===== config.mk =====
export PLATFORM = sky130hd
export DESIGN_NAME = ep_in_abort
export DESIGN_NICKNAME = d
export VERILOG_FILES = /design/src/rtl/ep_abort_pkg.sv /design/src/rtl/ep_abort_fsm.sv /design/src/rtl/ep_abort_irqmask.sv /design/src/rtl/ep_in_abort.sv
export SDC_FILE = /design/constraint.sdc
export NUM_CORES = 1
export LEC_CHECK = 0
export BUFFER_PORTS_ARGS = -buffer_cell sky130_fd_sc_hd__buf_4
export CAP_MARGIN = 20
export CORE_AREA = 5 5 42 44
export DETAILED_ROUTE_END_ITERATION = 7
export DIE_AREA = 0 0 47 49
export SETUP_SLACK_MARGIN = 0.4
export SYNTH_ARGS = -nofsm -noshare
export SYNTH_HDL_FRONTEND = slang
export SYNTH_SLANG_ARGS = --single-unit

===== constraint.sdc =====
create_clock -name clk -period 1.5 [get_ports clk]
set_input_delay 0.15 -clock clk [delete_from_list [all_inputs] [get_ports clk]]
set_output_delay 0.15 -clock clk [all_outputs]
set_load 0.02 [all_outputs]

===== src/rtl/ep_abort_pkg.sv =====
package ep_abort_pkg;

  typedef enum logic [1:0] {
    ST_IDLE  = 2'd0,
    ST_CHECK = 2'd1,
    ST_WAIT  = 2'd2
  } abort_st_t;

endpackage


===== src/rtl/ep_abort_fsm.sv =====
module ep_abort_fsm
  import ep_abort_pkg::*;
#(
  parameter int CNT_W = 3
) (
  input  logic             clk,
  input  logic             rst,
  input  logic             abort_req,
  input  logic [CNT_W-1:0] busy_banks,
  input  logic             kill_done,
  output logic             accept,
  output logic             running,
  output logic             kill_stb,
  output logic             done_stb
);

  abort_st_t st;
  logic      none_busy;

  assign none_busy = (busy_banks == '0);
  assign accept    = (st == ST_IDLE) && abort_req;
  assign running   = (st != ST_IDLE);

  always_ff @(posedge clk) begin
    if (rst) begin
      st       <= ST_IDLE;
      kill_stb <= 1'b0;
      done_stb <= 1'b0;
    end else begin
      kill_stb <= 1'b0;
      done_stb <= 1'b0;
      case (st)
        ST_IDLE: begin
          if (abort_req) st <= ST_CHECK;
        end
        ST_CHECK: begin
          if (none_busy) begin
            done_stb <= 1'b1;
            st       <= ST_IDLE;
          end else begin
            kill_stb <= 1'b1;
            st       <= ST_WAIT;
          end
        end
        ST_WAIT: begin
          if (kill_done) st <= ST_CHECK;
        end
        default: st <= ST_IDLE;
      endcase
    end
  end

  AST_KILL_PULSE: assert property (@(posedge clk) disable iff (rst)
    kill_stb |=> !kill_stb);
  AST_DONE_PULSE: assert property (@(posedge clk) disable iff (rst)
    done_stb |=> (!done_stb && st == ST_IDLE));
  AST_KILL_NOT_DONE: assert property (@(posedge clk) disable iff (rst)
    kill_stb |-> !done_stb);
  AST_HOLD_IN_WAIT: assert property (@(posedge clk) disable iff (rst)
    (st == ST_WAIT && !kill_done) |=> (st == ST_WAIT && !kill_stb && !done_stb));
  AST_REQ_IGNORED: assert property (@(posedge clk) disable iff (rst)
    (st == ST_WAIT && abort_req && !kill_done) |=> (st == ST_WAIT));
  AST_ACK_IN_IDLE: assert property (@(posedge clk) disable iff (rst)
    (st == ST_IDLE && !abort_req && kill_done) |=> (st == ST_IDLE && !kill_stb));

endmodule


===== src/rtl/ep_abort_irqmask.sv =====
module ep_abort_irqmask (
  input  logic clk,
  input  logic rst,
  input  logic accept,
  input  logic running,
  input  logic set_req,
  output logic en
);

  always_ff @(posedge clk) begin
    if (rst) begin
      en <= 1'b1;
    end else if (accept) begin
      en <= 1'b0;
    end else if (set_req && !running) begin
      en <= 1'b1;
    end
  end

  AST_MASK_ON_ACCEPT: assert property (@(posedge clk) disable iff (rst)
    accept |=> !en);
  AST_HOLD_WHILE_RUN: assert property (@(posedge clk) disable iff (rst)
    running |=> $stable(en));

endmodule


===== src/rtl/ep_in_abort.sv =====
module ep_in_abort #(
  parameter int MAX_BANKS = 7,
  localparam int CNT_W = $clog2(MAX_BANKS + 1)
) (
  input  logic             clk,
  input  logic             rst,
  input  logic             abort_req,
  input  logic             irq_en_set,
  input  logic [CNT_W-1:0] busy_banks,
  input  logic             kill_done,
  output logic             kill_stb,
  output logic             tx_irq_en,
  output logic             abort_done
);

  logic accept;
  logic running;

  ep_abort_fsm #(.CNT_W(CNT_W)) u_fsm (
    .clk        (clk),
    .rst        (rst),
    .abort_req  (abort_req),
    .busy_banks (busy_banks),
    .kill_done  (kill_done),
    .accept     (accept),
    .running    (running),
    .kill_stb   (kill_stb),
    .done_stb   (abort_done)
  );

  ep_abort_irqmask u_mask (
    .clk     (clk),
    .rst     (rst),
    .accept  (accept),
    .running (running),
    .set_req (irq_en_set),
    .en      (tx_irq_en)
  );

  AST_DONE_MASKED: assert property (@(posedge clk) disable iff (rst)
    abort_done |-> !tx_irq_en);

endmodule


# Word level (Yosys, flattened, before mapping)

Index checks and enable logic that the tools add are counted.

Register bits: 5
Input bits: 8
Output and inout bits: 3

Equal/unequal tests: 4
Mux-type cells: 8
Bitwise logic cells: 1
Reductions and logical operators: 9

Operators by type and width:

| kind                                           | number |
|---|---|
| two-way mux 2 bit                              | 3 |
| case mux 2 bit (3 select lines)                | 1 |
| two-way mux 1 bit                              | 4 |
| inequality test 2 bit (second input constant)  | 2 |
| nonzero test 2 bit                             | 2 |
| logical NOT 3 bit                              | 1 |
| == test 2 x 1 -> 1 bit (second input constant) | 1 |
| == test 2 bit (second input constant)          | 1 |
| logical AND 1 bit                              | 2 |
| logical NOT 2 bit                              | 1 |
| AND reduction 2 bit                            | 1 |
| OR reduction 2 bit                             | 1 |
| logical NOT 1 bit                              | 1 |
| inverter 1 bit                                 | 1 |

# Depth between registers and ports, before layout

Gate-level depths: netlist of run 1.

Depth after elaboration: 5
Depth in mapped cells: 2
Depth with buffers taken out: 2

# By module

Synthesis of run 1 repeated with hierarchy kept, for this count alone.

Cells, all modules: 19
Area total of the unflattened synthesis: 193.9 sq um

By module, submodules not included:

| module           | sequential area each (sq um) | area each (sq um) | cells each | instances |
|---|---|---|---|---|
| ep_abort_fsm     | 80.1                         | 153.9             | 15         | 1 |
| ep_abort_irqmask | 20.0                         | 40.0              | 4          | 1 |

# Least setup slack after synthesis of run 1

No wires, ideal clock.

Path type: flip-flop to flip-flop
Start: register u_fsm.st[0]
End: register u_fsm.st[1]
Slack: 558 ps
Period minus slack after synthesis: 942 ps
Cell stages (with the launch flop): 3
Arrival time: 873 ps
Path buffers: 0
Setup time: 69 ps
Data required time: 1431 ps
Path through: dfxtp_1 -> or4b_1 -> o21ai_1

Longest elaborated chain between the ends: 3
Elaborated cells between the ends (all ways): 7
Those cells by class: eq/ne: 4; mux: 1; reduce/logical: 2

Ends and longest elaborated chain:

| item                                               | line               | RTL |
|---|---|---|
| start, declared                                    | ep_abort_fsm.sv:17 | `abort_st_t st;` |
| start signal, assigned                             | ep_abort_fsm.sv:26 | `st <= ST_IDLE;` |
| start signal, assigned                             | ep_abort_fsm.sv:34 | `if (abort_req) st <= ST_CHECK;` |
| start signal, assigned                             | ep_abort_fsm.sv:39 | `st <= ST_IDLE;` |
| == test 2 bit or logical NOT 2 bit (tied branches) | ep_abort_fsm.sv:32 | `case (st)` |
| inequality test 2 bit (no source line)             | -                  |  |
| AND reduction 2 bit (no source line)               | -                  |  |

Several ways; a longest one is shown, not always the timed one.
A chain may end at the register's enable or synchronous reset.

# Final worst setup path of run 1

Ends and elaborated chain as after synthesis.

==> results.yml, run 1 <==
timing:
  relSlewSlack_pct: 82.50
  fin_skew_ns: 0.006664
  finalMaxSlewViolations: 0
  setup_violations: 0
  fin_crit_ns: 0.9962
  tns_ns: 0
  clock.fmax_mhz: 1004
  final_hold_viol_count: 0
  finalCritPeriodShare_pct: 66.42
  worstMarginPinSlew_ns: 0.2589
  grt_setup_unrepaired: "false"
routing:
  postRouteAntennaNets: 0
  routed_wl_um: 395
  drt_pass1_iterations: 2
  post-route-drc-count: 0
  first_iter_violations: 2
  vias_per_cell: 3.809
  wl_per_cell_um: 8.404
  vias: 179
global_routing:
  first_global_vias: 157
  overflow: 0
  grt_pass1_wl_um: 614
  grt_max_degree: 6
  grt_util_all_layers_pct: 4.293
  antenna_found_initial: 0
pwr:
  ir_worst_vdd_mv: 0.4656
  p_int_mw: 0.2641
  seq_power_share_pct: 42.5
  fin_total_pwr_mw: 0.3455
  power.density_mw_per_mm2: 1109
  p_leak_nw: 0.1317
  clkPwrFrac_pct: 44.8
  switching_share_pct: 23.55
  switchingPower_mw: 0.08136
  power_frac_comb_pct: 12.7
worst_hold_path:
  min_path_type: "in2reg"
  hold_path_startpoint: "busy_banks[2]"
  holdPathEnd: "u_fsm.done_stb$_SDFF_PP0_"
  whs_path_depth: 2
clocking:
  cts_setup_buffers: 0
  clock-sinks: 5
  cts_root_buf: "clkbuf_4"
  post_cts_resized: 0
  clk_path_buf_depth: 2
  holdBufCountCts: 0
  clk_pin_slew_worst_paths_ns: 0.05
  clkLatencyLatePin_ns: 0.25
  cts_tree: "built"
  cts.htree.levels: 1
  numCtsBuffers: 3
yosys:
  yosys.cell_types.count: 11
  synth.avg_cell_area_sq_um: 11.11
  yosys_warnings: 0
  ys_ff_latch: 5
  synthCells: 17
  synth-seq-area-share_pct: 52.98
  syn_area_sq_um: 188.9
  synth_nets: 25
outcome:
  outcome: "completed"
critical_path:
  end_kind: "flip-flop"
  reg2reg_from: "u_fsm.st[0]$_SDFFE_PP0P_"
  cp_data_required_time_ns: 1.68
  reg2reg_slack_ns: 0.50
  start_kind: "flip-flop"
  crit_type: "reg2reg"
  worstPathArrival_ns: 1.18
  crit-reg2reg-capture: "u_fsm.st[1]$_SDFFE_PP0P_"
  rr_worst_depth: 2
  crit_path_max_fanout: 5
floorplan:
  rows: 14
  ioPinCount: 11
  initial_utilization_pct: 13.48
  core_sq_mm: 0.001401
  fp.dieH_um: 49
  die_area_sq_mm: 0.002303
  die_width_um: 47
job:
  maxCapViolCount: 0
layout:
  layout_common_cells: "buf_4, dfxtp_1, clkbuf_4, nor2_1, nor3_1"
  nNetsFinal: 40
  diodes: 0
  drive_gt1_share_pct: 51.61
  mostFrequentLayoutCell: "buf_4"
  area_growth_pct: 64.90
place:
  portBuffers: 10
  place_congestion: 0.5800
==> state kept, by name, summed over array words and instances (netlist names) <==
name and flops:
u_fsm.st 2, u_fsm.done_stb 1, u_fsm.kill_stb 1, u_mask.en 1
==> metal layers <==
metal / GRT usage [%] / up-vias / part of all wire (%)
met5: 0 / - / 0
met4: 1.382 / 0 / 0
met3: 7.380 / 0 / 18
met2: 4.299 / 10 / 38
met1: 4.167 / 76 / 44
li1: - / 93 / -
==> worst max-delay path, cell delays in order, from the launching register on <==
cell and delay (ns):
dfxtp_1 0.33, or4b_1 0.52, o21ai_1 0.08
==> worst max path at each step <==
stage                              from                        end  slack [ns]  cells past startpoint
3_3_place_gp   u_fsm.st[0]$_SDFFE_PP0P_   u_fsm.st[1]$_SDFFE_PP0P_        0.50                      2
2_1_floorplan  u_fsm.st[0]$_SDFFE_PP0P_   u_fsm.st[1]$_SDFFE_PP0P_        0.56                      2
4_1_cts        u_fsm.st[0]$_SDFFE_PP0P_   u_fsm.st[1]$_SDFFE_PP0P_        0.50                      2
5_1_grt        u_fsm.st[0]$_SDFFE_PP0P_  u_fsm.done_stb$_SDFF_PP0_        0.42                      2
3_5_place_dp   u_fsm.st[0]$_SDFFE_PP0P_   u_fsm.st[1]$_SDFFE_PP0P_        0.52                      2
6_report       u_fsm.st[0]$_SDFFE_PP0P_   u_fsm.st[1]$_SDFFE_PP0P_        0.50                      2
==> power by group through the flow <==
stage | Sequential (mW) | Clock, mW | Combinational, mW
global route | 0.147 | 0.176 | 0.0474
finish | 0.147 | 0.155 | 0.0440
detailed placement | 0.149 | 0 | 0.0446
floorplan | 0.154 | 0 | 0.0137
CTS | 0.147 | 0.161 | 0.0446
global placement | 0.149 | 0 | 0.0448
==> metrics by stage <==
stage                     setup WS [ns]  instance area (sq um)  cells  hold WS (ns)  utilization [%]
final                            0.5038                  311.5     47       0.06678            22.23
after global routing             0.4243                  311.5     47       0.05675            22.23
after CTS                        0.4965                  311.5     47       0.06053            22.23
after detailed placement         0.5173                  284.0     43        0.3235            20.27
after global placement           0.5040                  284.0     43        0.3243            20.27
after floorplan                  0.5579                  188.9     17        0.2199                -
==> synthesized netlist by cell type <==
cell | count | area (sq um)
dfxtp_1 | 5 | 100.1
nor2_1 | 2 | 7.510
nor3_1 | 2 | 10.01
a21oi_1 | 1 | 5.000
mux2i_1 | 1 | 10.01
nor4_2 | 1 | 12.51
nor4b_1 | 1 | 8.760
o21ai_1 | 1 | 5.000
or3b_1 | 1 | 8.760
or3b_4 | 1 | 11.26
or4b_1 | 1 | 10.01
==> logic make-up (layout without fill, tap and decap cells) <==
kind of cell,count (synthesis),after routing,synth area share (%)
and+or+nand+nor,9,9,36.43
DFF,5,5,52.98
AOI/OAI and AO/OA,2,2,5.293
muxes,1,1,5.298
buffers and inverters,0,14,0
==> cell type report <==
type	instances	area [sq um]
Fill cell	165	1090
Multi-Input combinational cell	12	88.84
Sequential cell	5	100.1
Tap cell	16	20.02
Clock buffer	3	22.52
Timing Repair Buffer	10	75.07
Clock inverter	1	5.005
(Power assumes the default switching activity.)
==> run 2, diff against run 1 <==
clock period = 0.9 ns   (was 1.5 ns; I/O delays follow)
==> results.yml, run 2 (synthesis gave the netlist of run 1 again) <==
layout:
  area_growth_pct: 85.43
  multi_input_area_sq_um: 88.84
  n_fill_cell: 167
  layout_common_cells: "buf_4, buf_6, clkbuf_4"
  seqCellArea_sq_um: 110.1
  largest_register_ff_count: 2
  drive_gt1_share_pct: 63.64
  final_cells: 49
  stdcell_area_sq_um: 350.3
  diodes: 0
  top_register: "u_fsm.st"
  fin_util_pct: 25.00
  nNetsFinal: 42
  mostFrequentLayoutCell: "buf_4"
job:
  maxCapViolCount: 0
clocking:
  clk_path_buf_depth: 2
  cts_tree: "built"
  cts_root_buf: "clkbuf_4"
  cts.htree.levels: 1
  clock-sinks: 5
  cts_setup_buffers: 0
  numCtsBuffers: 3
  clk_pin_slew_worst_paths_ns: 0.04
  clkLatencyLatePin_ns: 0.24
place:
  dp.cells: 45
  place_congestion: 0.6081
  place_area_sq_um: 302.8
  portBuffers: 10
  dpl.hpwl_um: 354.4
  post-place-ws_ns: -0.04728
worst_hold_path:
  holdPathEnd: "u_fsm.done_stb$_SDFF_PP0_"
  hold_path_startpoint: "busy_banks[2]"
  min_path_type: "in2reg"
  whs_path_depth: 2
critical_path:
  crit_type: "reg2reg"
  max_stage_delay_ns: 0.39
  start_kind: "flip-flop"
  slowest_stage: "or3b_4"
  crit-reg2reg-capture: "u_fsm.done_stb$_SDFF_PP0_"
  worstPathArrival_ns: 1.11
  reg2reg_slack_ns: -0.06
  cp_data_required_time_ns: 1.05
  crit_path_max_fanout: 5
  worstPathCellList: "or3b_4, nor4_2"
  reg2reg_from: "u_fsm.st[0]$_SDFFE_PP0P_"
  rr_worst_depth: 2
  end_kind: "flip-flop"
routing:
  postRouteAntennaNets: 0
  routed_wl_um: 483
  drt_pass1_iterations: 2
  first_iter_violations: 3
  post-route-drc-count: 0
  vias_per_cell: 3.878
  wl_per_cell_um: 9.857
  vias: 190
pwr:
  p_leak_nw: 0.1433
  power_frac_comb_pct: 15.1
  ir_worst_vdd_mv: 0.5271
  power.density_mw_per_mm2: 1682
  switchingPower_mw: 0.1302
  switching_share_pct: 22.10
  p_int_mw: 0.4589
  seq_power_share_pct: 42.0
  clkPwrFrac_pct: 42.9
timing:
  fin_crit_ns: 0.9626
  grt_setup_unrepaired: "true"
  worstMarginPinSlew_ns: 0.2773
  clock.fmax_mhz: 1039
  final_hold_viol_count: 0
  relSlewSlack_pct: 81.26
  setup_violations: 4
  fin_skew_ns: 0.001849
  layout_setup_ws_ns: -0.06257
  finalMaxSlewViolations: 0
  finalCritPeriodShare_pct: 107.0
  holdWs_ns: 0.02360
floorplan:
  rows: 14
  fp.dieH_um: 49
  core_sq_mm: 0.001401
  die_area_sq_mm: 0.002303
  initial_utilization_pct: 13.48
  die_width_um: 47
  ioPinCount: 11
global_routing:
  busiest_layer: "met2"
  antenna_found_initial: 0
  use_met2_pct: 8.371
  gr-usage-met1_pct: 3.965
  overflow: 0
  global_route.usage.met3_pct: 6.642
  grt_max_degree: 6
  grt_pass1_wl_um: 821
  grt_util_all_layers_pct: 5.567
  first_global_vias: 230
outcome:
  violations: "setup timing"
  outcome: "finished, violations left"
## run 2: power by group through the flow
stage               clock network (mW)  registers [mW]  logic (mW)
finish                           0.253           0.247      0.0887
global route                     0.281           0.249      0.0951
global placement                     0           0.251      0.0825
detailed placement                   0           0.252      0.0826
floorplan                            0           0.259      0.0229
CTS                              0.266           0.249      0.0896
## run 2: worst max path at each step
stage                              from                        end  depth (start not counted)
5_1_grt        u_fsm.st[0]$_SDFFE_PP0P_  u_fsm.done_stb$_SDFF_PP0_                          2
6_report       u_fsm.st[0]$_SDFFE_PP0P_  u_fsm.done_stb$_SDFF_PP0_                          2
3_5_place_dp   u_fsm.st[0]$_SDFFE_PP0P_  u_fsm.done_stb$_SDFF_PP0_                          2
4_1_cts        u_fsm.st[0]$_SDFFE_PP0P_  u_fsm.done_stb$_SDFF_PP0_                          2
3_3_place_gp   u_fsm.st[0]$_SDFFE_PP0P_  u_fsm.done_stb$_SDFF_PP0_                          2
2_1_floorplan  u_fsm.st[0]$_SDFFE_PP0P_  u_fsm.done_stb$_SDFF_PP0_                          2
## run 2: cell type report
| cell class | count | area share (%) |
|---|---|---|
| Clock buffer | 4 | 7.500 |
| Tap cell | 16 | 5.714 |
| Timing Repair Buffer | 12 | 30.00 |
| Sequential cell | 5 | 31.43 |
| Multi-Input combinational cell | 12 | 25.36 |
## run 2: what timing repair did
item                       4_1_cts  5_1_grt
hold endpoints to repair         0        0
gates resized for setup          6        1
setup endpoints to repair        8        8
hold buffers                     0        0
pin swaps                        1        1
## run 2: stage by stage
step / setup TNS [ns] / power, mW
after floorplan: -0.003346 / 0.2819
after global placement: -0.05181 / 0.3332
after detailed placement: -0.07800 / 0.3342
after CTS: -0.1387 / 0.6043
after global routing: -0.3002 / 0.6257
final: -0.1311 / 0.5891
## run 2: per-layer routing
metal  up-vias  share of wire, %
li1         96                 -
met1        85                38
met2         9                48
met3         0                13
met4         0                 0
met5         -                 0
## run 2: worst max-delay path: cells and delay by family (launching register included)
family	cells	cell delay, ns
and+or+nand+nor	2	0.52
DFF	1	0.35
==> run 3, diff against run 2 <==
--- a/config.mk
+++ b/config.mk
@@ -12,2 +12,3 @@
 export DIE_AREA = 0 0 47 49
+export MAX_ROUTING_LAYER = met4
 export SETUP_SLACK_MARGIN = 0.4
--- a/constraint.sdc
+++ b/constraint.sdc
@@ -3,2 +3,2 @@
 set_output_delay 0.09 -clock clk [all_outputs]
-set_load 0.02 [all_outputs]
+set_load 0.005 [all_outputs]
==> results.yml, run 3 (synthesis gave the netlist of run 1 again) <==
outcome:
  outcome: "finished, violations left"
  violations: "setup timing"
floorplan:
  die_width_um: 47
  ioPinCount: 11
  rows: 14
  core_sq_mm: 0.001401
  initial_utilization_pct: 13.48
  die_area_sq_mm: 0.002303
  fp.dieH_um: 49
timing:
  relSlewSlack_pct: 80.86
  layout_setup_ws_ns: -0.05547
  finalCritPeriodShare_pct: 106.2
  clock.fmax_mhz: 1047
  grt_setup_unrepaired: "true"
  worstMarginPinSlew_ns: 0.2850
  holdWs_ns: 0.02839
  setup_violations: 3
  fin_crit_ns: 0.9555
  final_hold_viol_count: 0
  finalMaxSlewViolations: 0
  fin_skew_ns: 0.002255
pwr:
  ir_worst_vdd_mv: 0.4918
  clkPwrFrac_pct: 43.2
  p_int_mw: 0.4652
  p_leak_nw: 0.1495
  seq_power_share_pct: 41.1
  power_frac_comb_pct: 15.7
  switchingPower_mw: 0.1367
  power.density_mw_per_mm2: 1670
  switching_share_pct: 22.71
global_routing:
  grt_max_degree: 6
  grt_util_all_layers_pct: 5.487
  overflow: 0
  grt_pass1_wl_um: 821
  antenna_found_initial: 0
  first_global_vias: 210
place:
  dpl.hpwl_um: 358
  portBuffers: 10
  post-place-ws_ns: -0.05054
  dp.cells: 45
  place_congestion: 0.7117
routing:
  post-route-drc-count: 0
  vias: 200
  routed_wl_um: 511
  top_layer: "met4"
  vias_per_cell: 4.082
  first_iter_violations: 0
  drt_pass1_iterations: 1
  wl_per_cell_um: 10.43
  wl_met3_um: 45
  dr_wl_met2_um: 256
  met1_length_um: 190
  postRouteAntennaNets: 0
clocking:
  clk_path_buf_depth: 2
  clock-sinks: 5
  cts_root_buf: "clkbuf_4"
  clkLatencyLatePin_ns: 0.24
  holdBufCountCts: 0
  clk_pin_slew_worst_paths_ns: 0.04
  cts_tree: "built"
  numCtsBuffers: 3
  cts.htree.levels: 1
critical_path:
  worstPathCellList: "or3b_4, nor4_4"
  cp_data_required_time_ns: 1.06
  max_stage_delay_ns: 0.40
  path_delay_family: "simple AND/OR/NAND/NOR gates"
  rr_worst_depth: 2
  end_kind: "flip-flop"
  crit_path_max_fanout: 4
  crit-reg2reg-capture: "u_fsm.done_stb$_SDFF_PP0_"
  crit_type: "reg2reg"
  reg2reg_from: "u_fsm.st[0]$_SDFFE_PP0P_"
  timing.critical_path.buf_inv: 0
  start_kind: "flip-flop"
  slowest_stage: "or3b_4"
  reg2reg_slack_ns: -0.06
  worstPathArrival_ns: 1.11
  cp.depth: 2
worst_hold_path:
  whs_path_depth: 2
  holdPathEnd: "u_fsm.done_stb$_SDFF_PP0_"
  hold_path_startpoint: "busy_banks[2]"
  min_path_type: "in2reg"
layout:
  mostFrequentLayoutCell: "buf_4"
  n_fill_cell: 154
  largest_register_ff_count: 2
  drive_gt1_share_pct: 69.70
  area_growth_pct: 90.73
  diodes: 0
  layout_common_cells: "buf_4, clkbuf_4, dfxtp_2"
  top_register: "u_fsm.st"
  final_cells: 49
  nNetsFinal: 42
job:
  maxCapViolCount: 0
## run 3: cell counts in the layout (fill, tap and decap cells not counted)
Identical to the previous run, type by type.
## run 3: layout make-up
class | instances | area [sq um] | share of cell area, %
Multi-Input combinational cell | 12 | 112.6 | 31.25
Tap cell | 16 | 20.02 | 5.556
Sequential cell | 5 | 103.9 | 28.82
Clock buffer | 4 | 26.28 | 7.292
Timing Repair Buffer | 12 | 97.59 | 27.08
## run 3: per-stage QoR
stage | instance area, sq um | total power, mW | TNS, ns | utilization (%)
2_1_floorplan | 191.4 | 0.2726 | -0.003346 | -
3_3_place_gp | 301.5 | 0.3243 | -0.07275 | 21.52
3_5_place_dp | 301.5 | 0.3252 | -0.09012 | 21.52
4_1_cts | 342.8 | 0.6071 | -0.1108 | 24.46
5_1_grt | 360.3 | 0.6459 | -0.2965 | 25.71
6_report | 360.3 | 0.6019 | -0.1100 | 25.71
## run 3: timing repair
action	CTS	global route
buffers inserted	0	0
resized for setup	4	3
pin swaps	1	2
setup endpoints to repair	8	8
## run 3: worst max path at each step
stage	slack, ns	startpoint	to
3_3_place_gp	-0.04	u_fsm.st[0]$_SDFFE_PP0P_	u_fsm.done_stb$_SDFF_PP0_
6_report	-0.06	u_fsm.st[0]$_SDFFE_PP0P_	u_fsm.done_stb$_SDFF_PP0_
4_1_cts	-0.06	u_fsm.st[0]$_SDFFE_PP0P_	u_fsm.done_stb$_SDFF_PP0_
3_5_place_dp	-0.05	u_fsm.st[0]$_SDFFE_PP0P_	u_fsm.done_stb$_SDFF_PP0_
5_1_grt	-0.11	u_fsm.st[0]$_SDFFE_PP0P_	u_fsm.st[1]$_SDFFE_PP0P_
2_1_floorplan	-0.003	u_fsm.st[0]$_SDFFE_PP0P_	u_fsm.done_stb$_SDFF_PP0_
## run 3: power by group through the flow
stage	clock network, mW	registers, mW	logic [mW]
global route	0.295	0.249	0.102
finish	0.260	0.248	0.0943
CTS	0.276	0.248	0.0836
global placement	0	0.248	0.0763
floorplan	0	0.250	0.0229
detailed placement	0	0.249	0.0760
## run 3: per-layer routing
layer / global-route usage (%) / vias to the layer above
met5: - / -
met2: 6.787 / 10
met3: 2.214 / 3
met4: 6.912 / 0
li1: - / 96
met1: 5.495 / 91
## run 3: worst reg2reg max path, cell delays in order (launching register included)
cell,delay (ns)
dfxtp_2,0.33
or3b_4,0.40
nor4_4,0.13
